===== config.mk =====
export PLATFORM = sky130hd
export DESIGN_NAME = irq_polarity_conv
export DESIGN_NICKNAME = d
export VERILOG_FILES = /design/src/rtl/irqpc_pkg.sv /design/src/rtl/irqpc_sync.sv /design/src/rtl/irqpc_line_cond.sv /design/src/rtl/irqpc_regfile.sv /design/src/rtl/irq_polarity_conv.sv
export SDC_FILE = /design/constraint.sdc
export NUM_CORES = 1
export LEC_CHECK = 0
export BUFFER_PORTS_ARGS = -buffer_cell sky130_fd_sc_hd__buf_2
export CORE_ASPECT_RATIO = 0.9
export CORE_MARGIN = 2
export CORE_UTILIZATION = 30
export CTS_CLUSTER_SIZE = 8
export DETAILED_ROUTE_END_ITERATION = 7
export GPL_TIMING_DRIVEN = 0
export HOLD_SLACK_MARGIN = 0.06
export PLACE_DENSITY = 0.49
export SLEW_MARGIN = 20
export SYNTH_ARGS = -nofsm -noshare
export SYNTH_HDL_FRONTEND = slang
export SYNTH_SLANG_ARGS = --single-unit

===== constraint.sdc =====
create_clock -name clk -period 2 [get_ports clk]
set_input_delay 0.4 -clock clk [delete_from_list [all_inputs] [get_ports clk]]
set_output_delay 0.4 -clock clk [all_outputs]
set_load 0.005 [all_outputs]

===== src/rtl/irqpc_pkg.sv =====
package irqpc_pkg;

   typedef enum logic [2:0] {
      TRIG_LVL_LO    = 3'b000,
      TRIG_EDGE_FALL = 3'b010,
      TRIG_LVL_HI    = 3'b100,
      TRIG_EDGE_RISE = 3'b110,
      TRIG_EDGE_BOTH = 3'b111
   } trig_e;

   localparam int unsigned CFG_W      = 32;
   localparam int unsigned TRIG_W     = 3;
   localparam int unsigned CFG_EN_BIT = 3;

   // Types with bit 2 clear are inverted before edge detection.
   function automatic logic trig_inverts(input logic [TRIG_W-1:0] t);
      return ~t[2];
   endfunction

endpackage


===== src/rtl/irqpc_sync.sv =====
module irqpc_sync #(
   parameter int unsigned W      = 8,
   parameter int unsigned STAGES = 2
) (
   input  logic         clk,
   input  logic         rst_n,
   input  logic [W-1:0] d,
   output logic [W-1:0] q
);

   logic [W-1:0] stg [STAGES];

   always_ff @(posedge clk or negedge rst_n) begin
      if (!rst_n) begin
         for (int s = 0; s < STAGES; s++) stg[s] <= '0;
      end else begin
         stg[0] <= d;
         for (int s = 1; s < STAGES; s++) stg[s] <= stg[s-1];
      end
   end

   assign q = stg[STAGES-1];

endmodule


===== src/rtl/irqpc_line_cond.sv =====
module irqpc_line_cond
   import irqpc_pkg::*;
(
   input  logic              clk,
   input  logic              rst_n,
   input  logic              sync_in,
   input  logic [TRIG_W-1:0] trig,
   input  logic              en,
   output logic              cond_out
);

   logic pol;
   logic pol_q;
   logic raw_q;
   logic nxt;
   logic out_q;

   // Polarity-corrected view: edge logic sees it, so a polarity flip on a
   // steady input can itself look like a rising edge.
   assign pol = sync_in ^ trig_inverts(trig);

   always_comb begin
      case (trig)
         TRIG_LVL_LO,
         TRIG_LVL_HI:    nxt = pol;
         TRIG_EDGE_FALL,
         TRIG_EDGE_RISE: nxt = pol & ~pol_q;
         TRIG_EDGE_BOTH: nxt = sync_in ^ raw_q;
         default:        nxt = 1'b0;
      endcase
   end

   always_ff @(posedge clk or negedge rst_n) begin
      if (!rst_n) begin
         pol_q <= 1'b0;
         raw_q <= 1'b0;
         out_q <= 1'b0;
      end else begin
         pol_q <= pol;
         raw_q <= sync_in;
         out_q <= en & nxt;
      end
   end

   assign cond_out = out_q;

endmodule


===== src/rtl/irqpc_regfile.sv =====
module irqpc_regfile
   import irqpc_pkg::*;
#(
   parameter int unsigned N        = 8,
   parameter int unsigned ADDR_W   = 16,
   parameter logic [31:0] CFG_BASE = 32'h0000_0110,
   parameter logic [31:0] VER_ADDR = 32'h0000_1000,
   parameter logic [31:0] VERSION  = 32'h0003_0200
) (
   input  logic                clk,
   input  logic                rst_n,
   input  logic                valid,
   input  logic                write,
   input  logic [ADDR_W-1:0]   addr,
   input  logic [CFG_W-1:0]    wdata,
   output logic [CFG_W-1:0]    rdata,
   output logic                rvalid,
   output logic [TRIG_W*N-1:0] trig_flat,
   output logic [N-1:0]        en_vec
);

   localparam int unsigned IDX_W = (N > 1) ? $clog2(N) : 1;
   localparam logic [ADDR_W-1:0] BASE_A = CFG_BASE[ADDR_W-1:0];
   localparam logic [ADDR_W-1:0] SPAN_A = ADDR_W'(4 * N);

   logic [CFG_W-1:0]  cfg_q [N];
   logic [ADDR_W-1:0] off;
   logic              cfg_hit;
   logic              ver_hit;
   logic [IDX_W-1:0]  idx;
   logic [CFG_W-1:0]  rd_sel;
   logic              rd_req;
   logic              wr_req;

   assign off     = addr - BASE_A;
   assign cfg_hit = (addr >= BASE_A) && (off < SPAN_A);
   assign ver_hit = addr[ADDR_W-1:2] == VER_ADDR[ADDR_W-1:2];
   assign idx     = off[IDX_W+1:2];
   assign rd_req  = valid & ~write;
   assign wr_req  = valid & write & cfg_hit;

   for (genvar i = 0; i < N; i++) begin : g_word
      always_ff @(posedge clk or negedge rst_n) begin
         if (!rst_n)                               cfg_q[i] <= '0;
         else if (wr_req && idx == IDX_W'(i))      cfg_q[i] <= wdata;
      end
      assign trig_flat[TRIG_W*i +: TRIG_W] = cfg_q[i][TRIG_W-1:0];
      assign en_vec[i]                     = cfg_q[i][CFG_EN_BIT];
   end

   always_comb begin
      rd_sel = '0;
      if (ver_hit) begin
         rd_sel = VERSION;
      end else if (cfg_hit) begin
         for (int i = 0; i < N; i++)
            if (idx == IDX_W'(i)) rd_sel = cfg_q[i];
      end
   end

   always_ff @(posedge clk or negedge rst_n) begin
      if (!rst_n) begin
         rvalid <= 1'b0;
         rdata  <= '0;
      end else begin
         rvalid <= rd_req;
         if (rd_req) rdata <= rd_sel;
      end
   end

endmodule


===== src/rtl/irq_polarity_conv.sv =====
module irq_polarity_conv
   import irqpc_pkg::*;
#(
   parameter int unsigned N_LINES     = 8,
   parameter int unsigned SYNC_STAGES = 2,
   parameter int unsigned ADDR_W      = 16,
   parameter logic [31:0] CFG_BASE    = 32'h0000_0110,
   parameter logic [31:0] VER_ADDR    = 32'h0000_1000,
   parameter logic [31:0] VERSION     = 32'h0003_0200
) (
   input  logic               clk,
   input  logic               rst_n,
   input  logic               reg_valid,
   input  logic               reg_write,
   input  logic [ADDR_W-1:0]  reg_addr,
   input  logic [31:0]        reg_wdata,
   output logic [31:0]        reg_rdata,
   output logic               reg_rvalid,
   input  logic [N_LINES-1:0] irq_in,
   output logic [N_LINES-1:0] irq_out
);

   if (N_LINES < 1 || N_LINES > 256) begin : g_bad_lines
      $error("N_LINES must lie in 1..256");
   end
   if (SYNC_STAGES < 2) begin : g_bad_sync
      $error("SYNC_STAGES must be at least 2");
   end
   if (ADDR_W < 14 || ADDR_W > 32) begin : g_bad_addr
      $error("ADDR_W must lie in 14..32");
   end
   if (64'(CFG_BASE) + 64'(4 * N_LINES) > (64'd1 << ADDR_W)) begin : g_bad_map
      $error("line words do not fit the address space");
   end

   logic [TRIG_W*N_LINES-1:0] trig_flat;
   logic [N_LINES-1:0]        en_vec;
   logic [N_LINES-1:0]        sync_q;

   irqpc_regfile #(
      .N        (N_LINES),
      .ADDR_W   (ADDR_W),
      .CFG_BASE (CFG_BASE),
      .VER_ADDR (VER_ADDR),
      .VERSION  (VERSION)
   ) regs_i (
      .clk       (clk),
      .rst_n     (rst_n),
      .valid     (reg_valid),
      .write     (reg_write),
      .addr      (reg_addr),
      .wdata     (reg_wdata),
      .rdata     (reg_rdata),
      .rvalid    (reg_rvalid),
      .trig_flat (trig_flat),
      .en_vec    (en_vec)
   );

   irqpc_sync #(
      .W      (N_LINES),
      .STAGES (SYNC_STAGES)
   ) sync_i (
      .clk   (clk),
      .rst_n (rst_n),
      .d     (irq_in),
      .q     (sync_q)
   );

   for (genvar i = 0; i < N_LINES; i++) begin : g_line
      irqpc_line_cond line_i (
         .clk      (clk),
         .rst_n    (rst_n),
         .sync_in  (sync_q[i]),
         .trig     (trig_flat[TRIG_W*i +: TRIG_W]),
         .en       (en_vec[i]),
         .cond_out (irq_out[i])
      );
   end

endmodule


=== Word-level counts from Yosys, hierarchy flattened ===
Index checks and enable logic that the tools add are counted.

* Input bits: 60
* Bits in registers: 329
* Output and inout port bits: 41

* Add/sub/neg operators: 1
* Bitwise gates (word level): 52
* Equal/unequal tests: 40
* Order comparisons: 2
* Reductions and logical operators: 34
* Multiplexer cells: 18

{| class="wikitable"
|+ Operator list
! operator !! count
|-
| 32-bit two-way mux || 10
|-
| 3-bit equality test (second input constant) || 28
|-
| 2-bit OR reduction || 16
|-
| 3-bit by 2-bit equality test with 1-bit output (second input constant) || 10
|-
| 3-bit logical NOT || 9
|-
| 1-bit one-hot mux with 3 select lines || 8
|-
| 1-bit bitwise AND || 19
|-
| 1-bit NOT || 17
|-
| 16-bit by 9-bit >= comparator with 1-bit output (second input constant) || 1
|-
| 16-bit by 6-bit less-than comparator with 1-bit output (second input constant) || 1
|-
| 16-bit by 9-bit subtractor with 16-bit output (second input constant) || 1
|-
| 1-bit XOR || 16
|-
| 14-bit by 11-bit equality test with 1-bit output (second input constant) || 1
|-
| 1-bit logical AND || 9
|-
| 3-bit by 1-bit equality test with 1-bit output (second input constant) || 1
|}

=== Longest topological paths before layout ===
* Word-level depth: 12
* Depth in mapped cells: 10
* Gate-level depth less buffers: 6

=== Modules after synthesis ===
Synthesis repeated with hierarchy kept, for this count alone.

* Cells, all modules: 1,161
* Area, all modules: 14,819.2 um^2

{| class="wikitable"
|+ Modules (own cells, without submodules)
! module !! cells an instance !! area an instance (um^2) !! sequential area each (um^2) !! times used
|-
| irqpc_regfile || 1,065 || 13,387.8 || 7,231.9 || 1
|-
| irqpc_line_cond || 9 || 121.4 || 75.1 || 8
|-
| irqpc_sync || 24 || 460.4 || 400.4 || 1
|}

=== Worst setup path before layout ===
Ideal clock, no wire load.

* Kind: input to register
* Start point: in reg_addr[4]
* End point: reg regs_i.cfg_q[166] (netlist bit)
* Setup slack: -0.325 ns
* Arrival: 2.200 ns
* Stages: 9
* Buffers on the path: 3
* Path through: inv_1 clkbuf_1 ha_1 and3b_1 and4_1 buf_4 nand4b_4 buf_2 mux2_2

* Cells in the longest elaborated chain, start to end: 5
* Elaborated cells on any way between the ends: 7
* Classes of those cells: add/sub: 1; order compare: 2; eq/ne: 1; bitwise: 1; reduce/logical: 2

{| class="wikitable"
|+ RTL lines
! element !! line !! text
|-
| start, declared || irq_polarity_conv.sv:15 || <nowiki>input logic [ADDR_W-1:0] reg_addr,</nowiki>
|-
| 16-bit by 9-bit subtractor with 16-bit output || irqpc_regfile.sv:35 || <nowiki>assign off = addr - BASE_A;</nowiki>
|-
| 16-bit by 6-bit less-than comparator with 1-bit output || irqpc_regfile.sv:36 || <nowiki>assign cfg_hit = (addr >= BASE_A) && (off < SPAN_A);</nowiki>
|-
| 1-bit logical AND || irqpc_regfile.sv:36 ||
|-
| 1-bit bitwise AND || irqpc_regfile.sv:40 || <nowiki>assign wr_req = valid & write & cfg_hit;</nowiki>
|-
| 1-bit logical AND * || irqpc_regfile.sv:45 || <nowiki>else if (wr_req && idx == IDX_W'(i)) cfg_q[i] <= wdata;</nowiki>
|-
| end signal, assigned by index || irqpc_regfile.sv:45 ||
|-
| end, declared || irqpc_regfile.sv:26 || <nowiki>logic [CFG_W-1:0] cfg_q [N];</nowiki>
|}

Mark *: on every way between the ends. The rest lies on a longest branch, timed or not.
A chain may end at the register's enable or synchronous reset.

=== Worst setup path in the final report ===
* Start point: in reg_addr[4]
* End point: reg regs_i.cfg_q, in the netlist regs_i.en_vec[2]

Same word-level chain as after synthesis.

==> metrics.md <==
| Metric | Value |
|---|---|
| Fmax | a little over 500 MHz |
| DRC viols | 0 |
| Final std cells w/o fill | between 1.5k and 2k |
| Final Hold Fails | 0 |
| N_diodes | 0 |
| CP Class | primary input to register |
| Pwr Total | 14.7 mW |
| Maximum clock insertion buffer count | 3 |
| Commonest cells after routing, fill and taps aside | 329 x dfrtp_1, 215 x mux2_2, 106 x buf_2, 85 x mux2i_1, 49 x clkbuf_16 |
| Vias per inst | between 5 and 6 |
| Final cycle utilization of the critical path | between 90% and 100% |
| First-pass GRT wire length | between 60000 and 70000 um |
| Post-Syn Area | between 0.01 and 0.015 mm^2 |
| Slew Viols, Final | 0 |
| Number of H-tree levels | 2 |
| PwrDens | around 800 mW/mm^2 |
| Commonest non-fill, non-tap cell in the layout | dfrtp_1 |
| Drt pass-1 iters | 4 |
| Initial antenna violation count | 2 |
| Placer Congestion | between 0.7 and 0.8 |
| Vias in the first global route | roughly 10k |
| Synthesis-stage register bit count | approximately 330 |
| WHS | 0.163 ns |
| Post-layout util | about 37% |
| Grt total ovfl | 0 |
| Final Cell Area | 0.0180 mm^2 |
| Outcome | completed |
| Register area share after synthesis | between 50% and 60% |
| Die footprint | between 0.05 and 0.06 mm^2 |
| Cell variety after synth | 44 |
| Port bufs | slightly below 100 |
| Worst slack, placed | -0.947 ns |
| Clock sinks | around 330 |
| # IOs | 101 |
| Root buffer cell | clkbuf_16 |
| Area grow syn2layout | 22.6% |
| Number of flops mapped to enable cells by yosys | 0 |
| Synth area leaders | dfrtp_1 56%, mux2_2 17%, mux2i_1 5.8% |
| Critical Path AT | between 2 and 2.5 ns |
| Vias | roughly 9.6k |
| Total wire length | 44000 um |
| Slew headroom | between 30 and 40% |
| Synth Net Count | between 1k and 1.5k |
| Unrepaired setup endpoints after global routing | false |
| Startpoint Class | primary input |
| Core Rows | 76 |
| Number of max-cap violations | 0 |
| Die W | ~240 um |
| Skew final | between 0.02 and 0.03 ns |
| Crit-path max FO | 10 |
| HPWL Detailed | a little under 30000 um |
| Ys async rst share | 100% |
| Starting Density | a little under a third |
| Iter 0 DRT Violations | around 500 |
| WP data required | 2.44 ns |
| Least-Margin Pin Slew | between 0.9 and 1 ns |
| WL/cell | approximately 23 um |
| Dpl cells | 1815 |
| Worst min path class | primary input to register |
| Minimum clock period | around 2.0 ns |
| Area leader, netlist | dfrtp_1 |
| Mapped Cells | about 1.1k |
| Worst setup margin | roughly 0.045 ns |
| Fill count | about 4.6k |
| Crit. End Element | register |
| Post-synth top area share | between 50% and 60% |
| Clock Latency Late Sink | ~0.58 ns |
| Final ANT Viol Nets | 0 |
| Setup violators final | 0 |
| Die height | ~210 um |
| GR Util All Layers | between 10% and 20% |
| Synth Warn # | 0 |
| Leakage | around 9 nW |
| Maximum VDD drop | between 0.5 and 0.6 mV |
| CTS tree | yes |
| # nets final | ~1.3k |
| Top_reg_cell synth | dfrtp_1 |
| Num CTS Buffers | 47 |
| Area post-placement | 0.0164 mm^2 |
| Largest net degree at the start of global routing | 94 |
| CTS clk-pin slew, worst paths | 0.05 ns |
| Mean post-synth cell area | around 13 um^2 |
| Setup TNS | 0 ns |
| Core area | about 0.048 mm^2 |
| Share of cells above drive strength 1 | 40.7% |
## cells by family (layout without fill, tap and decap cells)
| family | Yosys count | in the layout | synth area share, % |
|---|---|---|---|
| AOI/OAI and AO/OA | 187 | 187 | 8.24 |
| xor gates and xnor gates | 18 | 18 | 1.20 |
| adders and majority gates | 1 | 1 | 0.0853 |
| buffers and inverters | 88 | 261 | 3.21 |
| DFF | 329 | 329 | 56.1 |
| muxes | 350 | 350 | 26.6 |
| and+or+nand+nor | 117 | 117 | 4.55 |
## Yosys cell counts (3+ instances only)
library cell	number
a211oi_1	22
a21boi_0	8
a21oi_1	41
a2bb2oi_1	22
buf_2	29
buf_4	20
buf_6	4
clkbuf_1	29
dfrtp_1	329
inv_1	4
mux2_1	34
mux2_2	225
mux2i_1	85
mux4_2	6
nand2_1	40
nand2b_1	4
nand3_1	4
nand3_2	4
nand3b_1	3
nand4_1	9
nor2_1	14
nor3_1	24
o21ai_0	34
o22ai_1	28
o31ai_1	29
xnor2_1	9
xor2_1	8
## registers in the layout (all words and copies together), names as in the netlist
signal,cells
g_line.line_i.cond_out,8
regs_i.rdata,32
sync_i.q,8
sync_i.stg,8
g_line.line_i.pol_q,8
regs_i.trig_flat,24
g_line.line_i.raw_q,8
regs_i.en_vec,8
regs_i.cfg_q,224
regs_i.rvalid,1
## path summary, 6_finish.rpt
path                                   from                 to  slack (ns)  cells after the start
max                             reg_addr[4]   regs_i.en_vec[2]        0.05                     11
max in group asynchronous             rst_n  regs_i.cfg_q[209]        0.63                      4
min in group asynchronous             rst_n  regs_i.cfg_q[156]        0.37                      2
max reg2reg                regs_i.cfg_q[17]   regs_i.rdata[17]        0.57                      4
min                            reg_wdata[4]  regs_i.cfg_q[196]        0.16                      2
min reg2reg                  sync_i.stg[15]        sync_i.q[7]        0.34                      0
## power breakdown
group          internal (mW)  total (mW)  switching [mW]  leakage (nW)
clock                   4.15        7.02            2.87         0.607
sequential              6.71        6.74          0.0254          4.52
combinational          0.274       0.909           0.635          3.77
## what timing repair did
action / in CTS / in global routing
setup buffers: 7 / 3
endpoints found under the hold margin: 58 / 0
pin swaps: 2 / 0
hold buffers: 9 / 0
gates resized for setup: 12 / 38
setup endpoints to repair: 106 / 96
gates cloned: 0 / 1
## area by class of cell
class / count / area (um^2) / area share (%)
Clock buffer: 48 / 1180 / 6.56
Tap cell: 624 / 781 / 4.34
Buffer: 84 / 702 / 3.90
Clock inverter: 4 / 63.8 / 0.355
Multi-Input combinational cell: 673 / 6180 / 34.4
Sequential cell: 329 / 8230 / 45.8
Inverter: 4 / 27.5 / 0.153
Timing Repair Buffer: 121 / 822 / 4.57
## critical path, cell delays in order
cell and delay, ns:
buf_6 0.12, inv_12 0.04, clkbuf_16 0.18, ha_4 0.26, and3b_1 0.18, and4_1 0.25, buf_12 0.17, nand4b_4 0.11
buf_12 0.19, buf_12 0.16, mux2_4 0.29
## per-layer routing
metal	share of wire, %	vias up	global-route usage (%)
met5	0.032	-	0
met3	4.4	75	3.30
met1	48	5003	24.6
li1	-	4360	-
met2	45	190	27.8
met4	2.1	2	5.25
No activity file was read; power rests on OpenSTA's default activity.
